`src/rtl/tmr_pkg.sv`:
```
package tmr_pkg;
  // positions inside one control nibble
  localparam int B_EN    = 0;
  localparam int B_SLOW  = 1;
  localparam int B_OVF   = 2;
  localparam int B_PULSE = 3;

  // word inside a counter's 16-byte window
  typedef enum logic [1:0] {
    W_CNT = 2'd0,
    W_RLD = 2'd1,
    W_MA  = 2'd2,
    W_MB  = 2'd3
  } tmr_word_e;
endpackage

```
`src/rtl/tmr_decode.sv`:
```
module tmr_decode
  import tmr_pkg::*;
#(
  parameter int ADDR_W = 12,
  parameter int N_TMR  = 8,
  parameter int IDX_W  = $clog2(N_TMR)
) (
  input  logic [ADDR_W-1:0] addr,
  output logic              hit_ctrl,
  output logic              hit_ctrl2,
  output logic              hit_chan,
  output logic [IDX_W-1:0]  idx,
  output tmr_word_e         word
);
  localparam logic [3:0] CTRL_WIN = 4'd3;
  localparam logic [3:0] LAST_WIN = 4'(N_TMR);

  logic [3:0] win;
  logic [3:0] win_m1;
  logic       aligned;

  assign win     = addr[7:4];
  assign win_m1  = win - 4'd1;
  assign aligned = (addr[1:0] == 2'b00) && (addr[ADDR_W-1:8] == '0);
  assign word    = tmr_word_e'(addr[3:2]);

  always_comb begin
    hit_ctrl  = 1'b0;
    hit_ctrl2 = 1'b0;
    hit_chan  = 1'b0;
    idx       = '0;
    if (aligned) begin
      if (win < CTRL_WIN) begin
        hit_chan = 1'b1;
        idx      = win[IDX_W-1:0];
      end else if (win == CTRL_WIN) begin
        hit_ctrl  = (addr[3:2] == 2'd0);
        hit_ctrl2 = (addr[3:2] == 2'd1);
      end else if (win <= LAST_WIN) begin
        hit_chan = 1'b1;
        idx      = win_m1[IDX_W-1:0];
      end
    end
  end
endmodule

```
`src/rtl/tmr_chan.sv`:
```
module tmr_chan #(
  parameter int CNT_W = 32
) (
  input  logic             clk,
  input  logic             rst_n,
  input  logic             en,
  input  logic             slow,
  input  logic             tick_us,
  input  logic             stop_ld,
  input  logic             wr_cnt,
  input  logic             wr_rld,
  input  logic [CNT_W-1:0] wdata,
  output logic [CNT_W-1:0] cnt_o,
  output logic [CNT_W-1:0] rld_o,
  output logic             irq_o
);
  logic [CNT_W-1:0] cnt_q, cnt_d;
  logic [CNT_W-1:0] rld_q, rld_d;
  logic             lvl_q, lvl_d;
  logic             step;
  logic             upd;

  assign step = en & (slow ? tick_us : 1'b1);
  assign upd  = stop_ld | wr_rld | (wr_cnt & en) | step;

  always_comb begin
    cnt_d = cnt_q;
    rld_d = rld_q;
    lvl_d = lvl_q;
    if (stop_ld) begin
      cnt_d = rld_q;
    end else if (wr_rld) begin
      rld_d = wdata;
      cnt_d = wdata;
    end else if (wr_cnt && en) begin
      cnt_d = wdata;
    end else if (step) begin
      if (cnt_q == '0) begin
        cnt_d = rld_q;
        lvl_d = ~lvl_q;
      end else begin
        cnt_d = cnt_q - CNT_W'(1);
      end
    end
  end

  always_ff @(posedge clk or negedge rst_n) begin
    if (!rst_n) begin
      cnt_q <= '0;
      rld_q <= '0;
      lvl_q <= 1'b0;
    end else if (upd) begin
      cnt_q <= cnt_d;
      rld_q <= rld_d;
      lvl_q <= lvl_d;
    end
  end

  assign cnt_o = cnt_q;
  assign rld_o = rld_q;
  assign irq_o = lvl_q;
endmodule

```
`src/rtl/tmr_bank.sv`:
```
module tmr_bank
  import tmr_pkg::*;
#(
  parameter int N_TMR       = 8,
  parameter int DATA_W      = 32,
  parameter int ADDR_W      = 12,
  parameter int NIB_W       = 4,
  parameter int PULSE_FIRST = 4
) (
  input  logic              clk,
  input  logic              rst_n,
  input  logic              tick_us,
  input  logic              bus_we,
  input  logic [ADDR_W-1:0] bus_addr,
  input  logic [DATA_W-1:0] bus_wdata,
  output logic [DATA_W-1:0] bus_rdata,
  output logic [N_TMR-1:0]  irq
);
  localparam int IDX_W  = $clog2(N_TMR);
  localparam int CTRL_W = N_TMR * NIB_W;

  logic              hit_ctrl, hit_ctrl2, hit_chan;
  logic [IDX_W-1:0]  idx;
  tmr_word_e         word;
  logic [CTRL_W-1:0] ctrl_q, ctrl_d, ctrl_mask;
  logic [DATA_W-1:0] ctrl2_q;
  logic              ctrl_we, ctrl2_we;
  logic [DATA_W-1:0] cnt_a [N_TMR];
  logic [DATA_W-1:0] rld_a [N_TMR];

  tmr_decode #(.ADDR_W(ADDR_W), .N_TMR(N_TMR), .IDX_W(IDX_W)) dec_i (
    .addr     (bus_addr),
    .hit_ctrl (hit_ctrl),
    .hit_ctrl2(hit_ctrl2),
    .hit_chan (hit_chan),
    .idx      (idx),
    .word     (word)
  );

  assign ctrl_we  = bus_we & hit_ctrl;
  assign ctrl2_we = bus_we & hit_ctrl2;
  assign ctrl_d   = bus_wdata[CTRL_W-1:0] & ctrl_mask;

  always_ff @(posedge clk or negedge rst_n) begin
    if (!rst_n) begin
      ctrl_q  <= '0;
      ctrl2_q <= '0;
    end else begin
      if (ctrl_we)  ctrl_q  <= ctrl_d;
      if (ctrl2_we) ctrl2_q <= bus_wdata;
    end
  end

  for (genvar g = 0; g < N_TMR; g++) begin : g_chan
    // pulse capability only from PULSE_FIRST upward
    if (g >= PULSE_FIRST) begin : g_pulse
      assign ctrl_mask[g*NIB_W +: NIB_W] = {NIB_W{1'b1}};
    end else begin : g_nopulse
      assign ctrl_mask[g*NIB_W +: NIB_W] = ~(NIB_W'(1) << B_PULSE);
    end

    logic en_bit, sel_me;
    assign en_bit = ctrl_q[g*NIB_W + B_EN];
    assign sel_me = bus_we & hit_chan & (idx == IDX_W'(g));

    tmr_chan #(.CNT_W(DATA_W)) chan_i (
      .clk    (clk),
      .rst_n  (rst_n),
      .en     (en_bit),
      .slow   (ctrl_q[g*NIB_W + B_SLOW]),
      .tick_us(tick_us),
      .stop_ld(ctrl_we & en_bit & ~bus_wdata[g*NIB_W + B_EN]),
      .wr_cnt (sel_me & (word == W_CNT)),
      .wr_rld (sel_me & (word == W_RLD)),
      .wdata  (bus_wdata),
      .cnt_o  (cnt_a[g]),
      .rld_o  (rld_a[g]),
      .irq_o  (irq[g])
    );
  end

  always_comb begin
    bus_rdata = '0;
    if (hit_ctrl) begin
      bus_rdata = DATA_W'(ctrl_q);
    end else if (hit_ctrl2) begin
      bus_rdata = ctrl2_q;
    end else if (hit_chan) begin
      case (word)
        W_CNT:   bus_rdata = cnt_a[idx];
        W_RLD:   bus_rdata = rld_a[idx];
        default: bus_rdata = '0;
      endcase
    end
  end
endmodule

```
`config.mk`:
```
export PLATFORM = sky130hd
export DESIGN_NAME = tmr_bank
export DESIGN_NICKNAME = d
export VERILOG_FILES = /design/src/rtl/tmr_pkg.sv /design/src/rtl/tmr_decode.sv /design/src/rtl/tmr_chan.sv /design/src/rtl/tmr_bank.sv
export SDC_FILE = /design/constraint.sdc
export NUM_CORES = 2
export LEC_CHECK = 0
export BUFFER_PORTS_ARGS = -buffer_cell sky130_fd_sc_hd__buf_2
export CORE_MARGIN = 5
export CORE_UTILIZATION = 30
export CTS_CLUSTER_DIAMETER = 40
export DETAILED_ROUTE_END_ITERATION = 6
export SLEW_MARGIN = 0
export SYNTH_ARGS = -nofsm -noshare
export SYNTH_HDL_FRONTEND = slang
export SYNTH_SLANG_ARGS = --single-unit
```
`constraint.sdc`:
```
create_clock -name clk -period 4.07 [get_ports clk]
set_clock_uncertainty 0.1 [all_clocks]
set_input_delay 0.814 -clock clk [delete_from_list [all_inputs] [get_ports clk]]
set_output_delay 0.814 -clock clk [all_outputs]
set_load 0.05 [all_outputs]
```
==> summary.md <==
| Metric | Value |
|---|---|
| Initial DRC count | 6098 |
| Seq cells post-synth | 580 |
| WL per Instance | between 30 and 40 um |
| Synthesized area | 37030 um2 |
| Sequential-to-total area share from yosys stat | 0.3919 |
| Avg Vias per Cell | 6.288 |
| Async set or reset register ratio after synthesis | 1.000 |
| Worst Setup Start Kind | input port |
| P_leak | roughly 22 nW |
| Gr busiest metal | met2 |
| Global-route wire length before repair | 298000 um |
| Detailed Route WL | 214900 um |
| Num CTS Buffers | 110 |
| Status | finished, violations left |
| All-Layer GR Usage | 0.3164 |
| Die Area | 130600 um2 |
| Minimum clock period | 4.614 ns |
| Pwr Density | between 400 and 500 nW/um2 |
| HPWL Detailed | 157400 um |
| Root buf cell | clkbuf_16 |
| Max VDD drop | 0.0003472 V |
| Crit Path Max Fanout | 6 |
| Share of cells above drive strength 1 | 0.3077 |
| Max-Slew Margin vs Limit | 0.1774 |
| Final setup fails | 32 |
| Vias in the first global route | 37360 |
| Hold Violations, Final | 9 |
| Synth top area share | 0.3919 |
| Initial antenna violation count | 18 |
| Actual slew at the worst max-slew pin | roughly 1.2 ns |
| Area Growth Syn to Fin | 34.25% |
| M3 GR Usage | 0.1036 |
| Slew Limit Fails | 0 |
| FF/Latch Area | 14510 um2 |
| Syn Area/Cell | 8.695 um2 |
| Routed vias | about 40000 |
| # H-tree levels | 3 |
| Setup WS post-layout | -0.5444 ns |
| Arrival time worst endpoint | between 3 and 4 ns |
| Drt first pass iters | 6 |
| Failing checks | negative hold slack, negative setup slack |
| Fmax | 0.2167 GHz |
| Met1 usage | 0.4387 |
| Syn_nets | around 4300 |
| Gpl congestion | 1.081 |
| Die W | 361.3 um |
| Most area-consuming cells after synthesis | dfrtp_1, mux2_2, nand2_1 |
| Boundary Pins | 88 |
| Fillers | 12130 |
| Worst hold-check path type | input port to asynchronous set/reset pin |
| WHS | -0.007151 ns |
| Post-Synthesis Cells | roughly 4300 |
| TNS Setup | -11.56 ns |
| Clk buf depth | 3 |
| Core area | 123200 um2 |
| WP data required | 3.16 ns |
| Largest net degree at the start of global routing | 76 |
| Clk_lat worst skew | between 0.7 and 0.8 ns |
| PortBufs | 87 |
| GR Util met2 | 0.4407 |
| CTS tree | done |
| Top post-synthesis cells by count | dfrtp_1, nand2_1, nor2_1, mux2_2, clkbuf_1 |
| CTS Sinks | 580 |
| Post-synth top area cell | dfrtp_1 |
| Max-cap viol count | 0 |
| Synth warnings | 0 |
| # nets final | 4685 |
| Post-synth EDFFs | 0 |
| Area of the multi-input gates | 22680 um2 |
| Site Rows | 129 |
| Cell with the most instances after synthesis | dfrtp_1 |
| Kind of critical path | input port to primary output |
| Period utilization | 1.134 |
| Place WS | -0.8867 ns |
| Count of cell types in the netlist | 93 |
| Clock slew at reported path FFs | around 0.06 ns |
| Routed Antenna Nets | 0 |
| Die H | between 300 and 400 um |
| GR Overflow Total | 0 |
| RSZ-0062 raised after global routing | true |
| Ys flop type | dfrtp_1 |
| Effective utilization at floorplan | 0.3007 |
| Critical path endpoint category | primary output |
| DRC | 0 |
## timing repair
| action | 4_1_cts | 5_1_grt |
|---|---|---|
| pin swaps | 74 | 57 |
| hold buffers | 0 | 0 |
| setup endpoints to repair | 32 | 32 |
| cloned | 9 | 7 |
| setup buffers | 31 | 19 |
| gates resized for setup | 320 | 140 |
## registers in the layout (all words and copies together) (netlist names)
register and cells:
ctrl2_q 32, ctrl_q 28, g_chan.chan_i.cnt_o 256, g_chan.chan_i.irq_o 8
g_chan.chan_i.rld_o 256
## layout make-up
type | count | share of cell area
clock buffer | 122 | 0.05771
multi-input combinational | 3251 | 0.4563
antenna | 10 | 0.0005033
clock inverter | 87 | 0.02449
timing repair buffer | 634 | 0.1245
sequential | 580 | 0.2919
inverter | 42 | 0.003372
tap | 1637 | 0.04120
## stage by stage
| step | instances | power (mW) | util | area (um2) |
|---|---|---|---|---|
| after floorplan | 4259 | 8.220 | - | 37350 |
| after global placement | 6097 | 9.626 | 0.3473 | 42770 |
| after detailed placement | 6097 | 9.658 | 0.3473 | 42770 |
| after CTS | 6338 | 20.01 | 0.3959 | 48750 |
| after global routing | 6354 | 20.74 | 0.4035 | 49690 |
| final | 6363 | 20.17 | 0.4037 | 49720 |
## layer usage
layer	up-vias	wire, um
met1	20080	87760
met5	-	58
met3	579	28240
met4	10	11980
li1	16570	-
met2	2769	86810
## critical path: stages
cell and delay (ns):
buf_12 0.09, inv_8 0.03, ha_4 0.23, or4bb_4 0.59, and3_4 0.26, buf_6 0.17, buf_12 0.13, mux2i_4 0.20
nor3_2 0.20, nor4_1 0.09, o211ai_1 0.55, buf_4 0.32
## report_power, final
group          internal, mW  switching, mW
Sequential             5.95          0.511
Clock                  6.48           3.70
Combinational          1.35           2.18
Total                  13.8           6.40
## cells by family after synthesis
| logic type | synth area share |
|---|---|
| AND/OR/NAND/NOR | 0.1992 |
| multiplexers | 0.1052 |
| XOR/XNOR | 0.04636 |
| flip-flops | 0.3919 |
| adder cells (fa/ha/maj) | 0.006082 |
| buffers and inverters | 0.04670 |
| AO/OA/AOI/OAI | 0.2046 |
## cells in the final DEF, fill, tap and decap left out, types with 49 or more instances in the layout
cell type | netlist | final
dfrtp_1 | 580 | 580
nand2_1 | 522 | 511
buf_4 | 11 | 420
nor2_1 | 379 | 361
mux2_2 | 313 | 306
a21oi_1 | 242 | 219
o21ai_0 | 217 | 184
nor3_1 | 145 | 135
nand3_1 | 132 | 123
clkbuf_16 | 0 | 117
xnor2_1 | 103 | 103
o22ai_1 | 122 | 98
xor2_1 | 93 | 93
a31oi_1 | 96 | 76
buf_12 | 0 | 73
nor4_1 | 68 | 67
o211ai_1 | 64 | 64
nand4_1 | 54 | 54
buf_2 | 47 | 53
a22oi_1 | 51 | 50
buf_6 | 2 | 49
## path summary, 6_finish.rpt
path	start	cells past startpoint	slack (ns)	end
min	rst_n	1	-0.007	g_chan[1].chan_i.cnt_o[14]
min in group clk	g_chan[2].chan_i.irq_o	1	0.36	g_chan[2].chan_i.irq_o
min reg2reg	g_chan[2].chan_i.irq_o	1	0.36	g_chan[2].chan_i.irq_o
max in group asynchronous	rst_n	2	2.68	g_chan[7].chan_i.rld_o[3]
max reg2reg	g_chan[0].chan_i.cnt_o[7]	7	0.47	g_chan[0].chan_i.cnt_o[16]
max	bus_addr[5]	12	-0.54	bus_rdata[22]
Power figures use the tool's default switching activity.
